==> config.mk <==
export PLATFORM = sky130hd
export DESIGN_NAME = rect_blit
export DESIGN_NICKNAME = d
export VERILOG_FILES = /design/src/rtl/rect_blit.sv
export SDC_FILE = /design/constraint.sdc
export NUM_CORES = 1
export LEC_CHECK = 0
export ABC_AREA = 1
export ABC_CLOCK_PERIOD_IN_PS = 10400
export BUFFER_PORTS_ARGS = -buffer_cell sky130_fd_sc_hd__clkbuf_2
export CAP_MARGIN = 5
export CORE_UTILIZATION = 57
export CTS_CLUSTER_DIAMETER = 30
export CTS_CLUSTER_SIZE = 24
export DETAILED_ROUTE_END_ITERATION = 8
export HOLD_SLACK_MARGIN = 0.06
export PLACE_DENSITY = 0.88
export SLEW_MARGIN = 20
export SYNTH_ARGS = -nofsm -noshare
export SYNTH_HDL_FRONTEND = slang
export SYNTH_SLANG_ARGS = --single-unit
==> constraint.sdc <==
create_clock -name clk -period 10.4 [get_ports clk]
set_input_delay 2.08 -clock clk [delete_from_list [all_inputs] [get_ports clk]]
set_output_delay 2.08 -clock clk [all_outputs]
set_load 0.01 [all_outputs]
==> src/rtl/rect_blit.sv <==
module rect_blit #(
  parameter int DW = 16,
  parameter int AW = 20,
  parameter int CW = 12
) (
  input  logic          clk,
  input  logic          rst_n,
  input  logic [AW-1:0] src_base,
  input  logic [CW-1:0] src_pitch,
  input  logic [2:0]    src_depth,
  input  logic [AW-1:0] dst_base,
  input  logic [CW-1:0] dst_pitch,
  input  logic [2:0]    dst_depth,
  input  logic [CW-1:0] rect_x,
  input  logic [CW-1:0] rect_y,
  input  logic [CW-1:0] rect_w,
  input  logic [CW-1:0] rect_h,
  input  logic          cfg_enable,
  input  logic          cfg_mask,
  input  logic          cfg_mirror,
  input  logic          cfg_flip,
  input  logic          cmd_valid,
  output logic          cmd_ready,
  input  logic [CW-1:0] cmd_x,
  input  logic [CW-1:0] cmd_y,
  output logic          busy,
  output logic          mem_req,
  output logic          mem_we,
  output logic [AW-1:0] mem_addr,
  output logic [DW-1:0] mem_wdata,
  input  logic          mem_gnt,
  input  logic          mem_rvalid,
  input  logic [DW-1:0] mem_rdata
);
  localparam int OW = $clog2(DW);
  localparam int BW = 2*CW + 5;

  typedef enum logic [2:0] {IDLE, RD_SRC, WT_SRC, RD_DST, WT_DST, WR_DST} st_t;
  st_t st;

  logic [AW-1:0] s_base, d_base;
  logic [CW-1:0] s_pitch, d_pitch, rx, ry, rw, rh, dx, dy, ci, rj;
  logic [2:0]    s_dep, d_dep;
  logic          msk, mir, flp;
  logic [DW-1:0] pix, dword;

  function automatic logic [DW-1:0] pmask(input logic [2:0] dep);
    return ~({DW{1'b1}} << (6'd1 << dep));
  endfunction

  function automatic logic [BW-1:0] bitpos(input logic [CW-1:0] x, input logic [CW-1:0] y,
                                           input logic [CW-1:0] pitch, input logic [2:0] dep);
    return (BW'(y) * BW'(pitch) + BW'(x)) << dep;
  endfunction

  logic [CW-1:0] sx, sy;
  logic [BW-1:0] s_bp, d_bp;
  logic [AW-1:0] s_addr, d_addr;
  logic [DW-1:0] src_pix, d_msk;
  logic          col_last, row_last, step;

  assign sx = rx + (mir ? (rw - 1'b1 - ci) : ci);
  assign sy = ry + (flp ? (rh - 1'b1 - rj) : rj);
  assign s_bp = bitpos(sx, sy, s_pitch, s_dep);
  assign d_bp = bitpos(dx + ci, dy + rj, d_pitch, d_dep);
  assign s_addr = s_base + AW'(s_bp >> OW);
  assign d_addr = d_base + AW'(d_bp >> OW);
  assign src_pix = (mem_rdata >> s_bp[OW-1:0]) & pmask(s_dep);
  assign d_msk = pmask(d_dep) << d_bp[OW-1:0];

  assign col_last = (ci == rw - 1'b1);
  assign row_last = (rj == rh - 1'b1);
  assign step = (st == WT_SRC && mem_rvalid && msk && src_pix == '0) ||
                (st == WR_DST && mem_gnt);

  assign busy      = (st != IDLE);
  assign cmd_ready = !busy;
  assign mem_req   = (st == RD_SRC) || (st == RD_DST) || (st == WR_DST);
  assign mem_we    = (st == WR_DST);
  assign mem_addr  = (st == RD_SRC) ? s_addr : d_addr;
  assign mem_wdata = (dword & ~d_msk) | (((pix & pmask(d_dep))) << d_bp[OW-1:0]);

  always_ff @(posedge clk or negedge rst_n) begin
    if (!rst_n) begin
      st <= IDLE;
      {s_base, d_base} <= '0;
      {s_pitch, d_pitch, rx, ry, rw, rh, dx, dy, ci, rj} <= '0;
      {s_dep, d_dep, msk, mir, flp} <= '0;
      pix <= '0;
      dword <= '0;
    end else begin
      case (st)
        IDLE: if (cmd_valid) begin
          s_base <= src_base;  s_pitch <= src_pitch;  s_dep <= src_depth;
          d_base <= dst_base;  d_pitch <= dst_pitch;  d_dep <= dst_depth;
          rx <= rect_x;  ry <= rect_y;  rw <= rect_w;  rh <= rect_h;
          dx <= cmd_x;   dy <= cmd_y;
          msk <= cfg_mask;  mir <= cfg_mirror;  flp <= cfg_flip;
          ci <= '0;  rj <= '0;
          if (cfg_enable && rect_w != '0 && rect_h != '0) st <= RD_SRC;
        end
        RD_SRC: if (mem_gnt) st <= WT_SRC;
        WT_SRC: if (mem_rvalid) begin
          pix <= src_pix;
          if (step) st <= (col_last && row_last) ? IDLE : RD_SRC;
          else      st <= RD_DST;
        end
        RD_DST: if (mem_gnt) st <= WT_DST;
        WT_DST: if (mem_rvalid) begin
          dword <= mem_rdata;
          st <= WR_DST;
        end
        WR_DST: if (mem_gnt) st <= (col_last && row_last) ? IDLE : RD_SRC;
        default: st <= IDLE;
      endcase
      if (step) begin
        if (col_last) begin
          ci <= '0;
          rj <= rj + 1'b1;
        end else begin
          ci <= ci + 1'b1;
        end
      end
    end
  end
endmodule


# Yosys cells after proc, flatten, opt, wreduce, memory -nomap -nowiden
# Index checks and enable logic that the tools add are counted.
dict set report word_totals {
  regBits 204
  out_inout_bits 40
  wordCells 110
}
dict set report op_classes {
  addsub 14
  mul 2
  n_eq_ne 14
  n_shift 9
  mux 21
  bitwise 7
  reduce_logical 23
}
# cell count
set ops {}
lappend ops {{12-bit two-way mux} 10}
lappend ops {{24-bit by 12-bit adder with 25-bit output} 2}
lappend ops {{25-bit by 3-bit << shifter with 24-bit output} 2}
lappend ops {{12-bit adder} 4}
lappend ops {{16-bit AND} 3}
lappend ops {{12-bit by 12-bit multiplier with 24-bit output} 2}
lappend ops {{16-bit inverter} 3}
lappend ops {{20-bit adder} 2}
lappend ops {{16-bit by 4-bit << shifter with 16-bit output} 2}
lappend ops {{16-bit by 6-bit << shifter with 16-bit output (first input constant)} 2}
lappend ops {{12-bit by 1-bit adder with 12-bit output (second input constant)} 2}
lappend ops {{12-bit == test} 2}
lappend ops {{12-bit nonzero test} 2}
lappend ops {{12-bit by 1-bit subtractor with 12-bit output (second input constant)} 2}
lappend ops {{12-bit subtractor} 2}
lappend ops {{3-bit two-way mux} 7}
lappend ops {{20-bit two-way mux} 1}
lappend ops {{3-bit one-hot mux with 6 select lines} 1}
lappend ops {{16-bit logical NOT} 1}
lappend ops {{16-bit bitwise OR} 1}
lappend ops {{16-bit by 4-bit >> shifter with 16-bit output} 1}
lappend ops {{2-bit != test (second input constant)} 6}
lappend ops {{1-bit by 3-bit << shifter with 6-bit output (first input constant)} 2}
lappend ops {{2-bit AND reduction} 4}
lappend ops {{other kinds (13)} 24}

# Depth between registers and ports, before layout
dict set report logic_depth {
  word_depth 15
  mapped_depth 60
}

# Worst setup path after synthesis
# OpenSTA, ideal clock, no wires.
dict set report synth_timing {
  kind {reg2out}
  start {reg rh[3]}
  end {out mem_addr[19]}
  arrival_time_ps 9080
  required_time_ps 8320
  setup_slack_ps -760
  stages_incl_launch_ff 56
  path_buffers 0
  cell_sequence {dfrtp_1 -> nor2_1 -> nand4_1 -> nor3_1 -> xor2_1 -> ha_1 -> nand2_1 -> nor2_1 -> nand2_1 -> o211ai_1 -> nand2_1 -> nand2_1 -> a21oi_1 -> xor2_1 -> o21ai_0 -> ha_1 -> inv_1 -> nor4_1 -> [... 20 more ...] -> a21oi_1 -> or2_2 -> nand3_1 -> nand2_1 -> o21ai_0 -> nor2_1 -> a21oi_1 -> ha_1 -> inv_1 -> nor3_1 -> and3_1 -> nand4_1 -> nand3_1 -> nand2_1 -> nand2_1 -> nand4_1 -> nand3_1 -> nand2_1}
}
dict set report synth_via {
  elab_chain_len 9
}
# item line_no
set synth_rtl {}
lappend synth_rtl {{start, declared} 42} ;# logic [CW-1:0] s_pitch, d_pitch, rx, ry, rw, rh, dx, dy, ci, rj;
lappend synth_rtl {{start signal, assigned} 96} ;# rx <= rect_x; ry <= rect_y; rw <= rect_w; rh <= rect_h;
lappend synth_rtl {{12-bit by 1-bit subtractor with 12-bit output} 63} ;# assign sy = ry + (flp ? (rh - 1'b1 - rj) : rj);
lappend synth_rtl {{12-bit subtractor} 63}
lappend synth_rtl {{12-bit two-way mux} 63}
lappend synth_rtl {{12-bit adder} 63}
lappend synth_rtl {{12-bit by 12-bit multiplier with 24-bit output} 53} ;# return (BW'(y) * BW'(pitch) + BW'(x)) << dep;
lappend synth_rtl {{24-bit by 12-bit adder with 25-bit output} 53}
lappend synth_rtl {{25-bit by 3-bit << shifter with 24-bit output} 53}
lappend synth_rtl {{20-bit adder} 66} ;# assign s_addr = s_base + AW'(s_bp >> OW);
lappend synth_rtl {{20-bit two-way mux} 80} ;# assign mem_addr = (st == RD_SRC) ? s_addr : d_addr;
lappend synth_rtl {{end, declared} 29} ;# output logic [AW-1:0] mem_addr,
# Every way passes these cells.

# Worst setup path in the final report
dict set report layout_timing {
  start {reg rh[2]}
  end {out mem_addr[19]}
}
# Same word-level chain as after synthesis.

==> summary.txt <==
Critical path
  – Worst path depth: 58
  – Family with the most delay on the worst path: simple AND/OR/NAND/NOR gates
  – R2R cell count: 39
  – Setup crit start: rh[2]
  – Setup slack, reg-to-reg: approximately 2.4 ns
  – Worst r2r src: rh[2]
  – Critical Path RT: 8.32 ns
  – Worst EP arrival: 10.65 ns
  – Crit path kind: flip-flop to output pin
  – R2R Path End: ci[9]
  – CP Capture Type: output pin
  – Most used cell, CP: inv_2
  – Startpoint types: flip-flop
  – WP buf/inv: 14
  – Slowest cell delay on critical path: 0.52 ns
  – Crit Path Max Fanout: 4
  – CP endpoint: mem_addr[19]
  – Slowest CP cell: fa_2

STA
  – RSZ-0062 raised after global routing: yes
  – Fin crit period: 12.73 ns
  – Final period util: 122%
  – Fmax: 78.5 MHz
  – Max-slew headroom: 26.5%
  – Final hold violation count: 0
  – Slew at the pin with the worst max-slew slack: ~1.1 ns
  – Setup TNS: -31.32 ns
  – Setup-failing EPs final: 19
  – Pins over their slew limit: 0
  – Setup Skew: around 0.055 ns
  – Final Worst Setup Slack: -2.33 ns

Clock tree
  – Clock latency on the worst-skew pair: about 0.65 ns
  – Clock buffer depth: 3
  – Reg clk slew, reported paths: 0.04 ns
  – Num Clock Sinks: just over 200
  – Root Buffer: clkbuf_16
  – CTS tree: yes
  – H-tree depth: 2
  – Hold Buf Count CTS: 0
  – Total CTS buffers: 57

Hold path
  – Hold crit path type: flip-flop to flip-flop
  – Hold Crit Depth: 2

Global routing
  – Vias in the first global route: 31.2k
  – Largest net degree at the start of global routing: just over 90
  – Gr ovfl total: 0
  – Initial antenna violation count: 2
  – Gr usage total: approximately 40%
  – First-pass GRT wire length: approximately 160,000 um

Yosys
  – Synth warn: 0
  – Syn Nets: between 4k and 5k
  – Seq/Total Area, Yosys: 18.5%
  – Netlist cell types: 50
  – FF+latch count, synth: between 200 and 250
  – Main synth FF type: dfrtp_1
  – Async set-reset flop share out of synthesis: between 90% and 100%
  – Post-synth EDFFs: 0
  – Syn avg cell area: 6.91 um^2
  – Mapped Cells: approximately 4.0k
  – Synthesized area: around 28,000 um^2

Floorplanning
  – # rows: 80
  – Die height: around 220 um
  – Initial Utilization: between 50 and 60%
  – Die W: 222 um
  – Core area: around 48,000 um^2
  – IO Pins: about 210
  – Die Area: slightly below 50,000 um^2

Run status
  – Failing checks: negative setup slack
  – Outcome: finished, violations left

Final layout
  – Most frequent cells in the layout: 1,153 x nand2_1, 569 x inv_1, 506 x buf_4
  – Proportion of layout cells with a drive suffix above 1: 24.0%
  – Most common cell after layout, fill and taps aside: nand2_1
  – Layout fillers: approximately 3.3k
  – Area Growth Syn to Fin: 31.0%
  – Nets: approximately 5.3k

Route
  – ANT nets after route: 0
  – Drt first pass iters: 9
  – Starting DRT DRC Count: between 3k and 4k
  – Vias: ~32k
  – Vias/cell: ~6
  – Drc violations: 0
  – WL/cell: about 20 um
  – DRT Wirelength: 105,000 um

Placement
  – Final HPWL DP: 75,300 um
  – GP Congestion: 1.05
  – Number of buffers added on ports: between 200 and 250

Flow run
  – Max_cap viols: 0
==> state kept, by name, summed over array words and instances, names as in the netlist, 3 cells and up <==
signal / flops
dx: 12
dy: 12
pix: 16
s_dep: 3
s_base: 20
st: 3
ci: 12
rh: 12
d_base: 20
rx: 12
rw: 12
rj: 12
ry: 12
d_pitch: 12
d_dep: 3
s_pitch: 12
dword: 16
==> worst reg2reg max path: cells and delay by family, from the launching register on <==
kind	cells	cell delay, ns
buffers and inverters	11	1.44
AOI/OAI and AO/OA	2	0.23
adders and majority gates	8	2.84
and+or+nand+nor	17	2.84
xor gates and xnor gates	1	0.17
DFF	1	0.39
==> cell type report <==
type                    instances  area, um^2  share of cell area [%]
inverters                     624        2350                    6.50
clock buffers                  68        1510                    4.16
repair buffers                727        5050                    13.9
diodes                          2        5.00                  0.0138
clock inverters                36         433                    1.20
well taps                     615         769                    2.12
multi-input cells            3052       21000                    58.0
flip-flops and latches        204        5100                    14.1
==> repair_timing <==
action                     CTS  global route
gates resized for setup    177           135
pin swaps                   78            93
setup endpoints to repair   18            19
hold endpoints to repair     0             0
buffers inserted            34            30
==> cell usage after synthesis (38+ instances only) <==
| cell type | instances | area (um^2) |
|---|---|---|
| ha_1 | 254 | 3180 |
| nand2_1 | 1208 | 4530 |
| fa_1 | 230 | 4600 |
| xor2_1 | 77 | 674 |
| nor2_1 | 249 | 935 |
| nand3_1 | 301 | 1510 |
| o21ai_0 | 280 | 1400 |
| dfrtp_1 | 204 | 5100 |
| nor3_1 | 38 | 190 |
| inv_1 | 601 | 2260 |
| a21oi_1 | 181 | 906 |
| clkbuf_1 | 99 | 372 |
==> kinds of logic after synthesis <==
| group | Yosys count | synth area share [%] |
|---|---|---|
| muxes | 19 | 0.724 |
| DFF | 204 | 18.5 |
| buffers and inverters | 745 | 10.3 |
| and+or+nand+nor | 1904 | 28.6 |
| AOI/OAI and AO/OA | 542 | 10.5 |
| adders and majority gates | 484 | 28.1 |
| xor gates and xnor gates | 103 | 3.26 |
==> worst min-delay path by stage <==
stage	end	startpoint	slack (ns)
final	dy[7]	dy[7]	0.49
after floorplan	msk	msk	0.45
after global routing	dy[4]	dy[4]	0.51
after global placement	pix[1]	pix[1]	0.47
after CTS	pix[1]	pix[1]	0.49
after detailed placement	pix[1]	pix[1]	0.47
==> per-stage QoR <==
stage | util [%] | cell area [um^2] | setup WS [ns] | instances | hold slack, ns
3_3_place_gp | 68.1 | 32600 | -1.08 | 5159 | 0.466
6_report | 75.7 | 36200 | -2.33 | 5328 | 0.487
2_1_floorplan | - | 27800 | -0.338 | 4001 | 0.449
5_1_grt | 75.7 | 36200 | -2.66 | 5328 | 0.511
3_5_place_dp | 68.1 | 32600 | -1.34 | 5159 | 0.474
4_1_cts | 74.1 | 35500 | -1.59 | 5296 | 0.488
==> layer usage <==
layer | global-route usage (%) | part of all wire (%)
met1 | 50.7 | 37
met2 | 66.8 | 45
met3 | 6.90 | 11
met4 | 25.4 | 7.6
met5 | 0 | 0
Power is not shown: default switching activity piles up to over one toggle a cycle in this logic, so the estimate is an artifact.
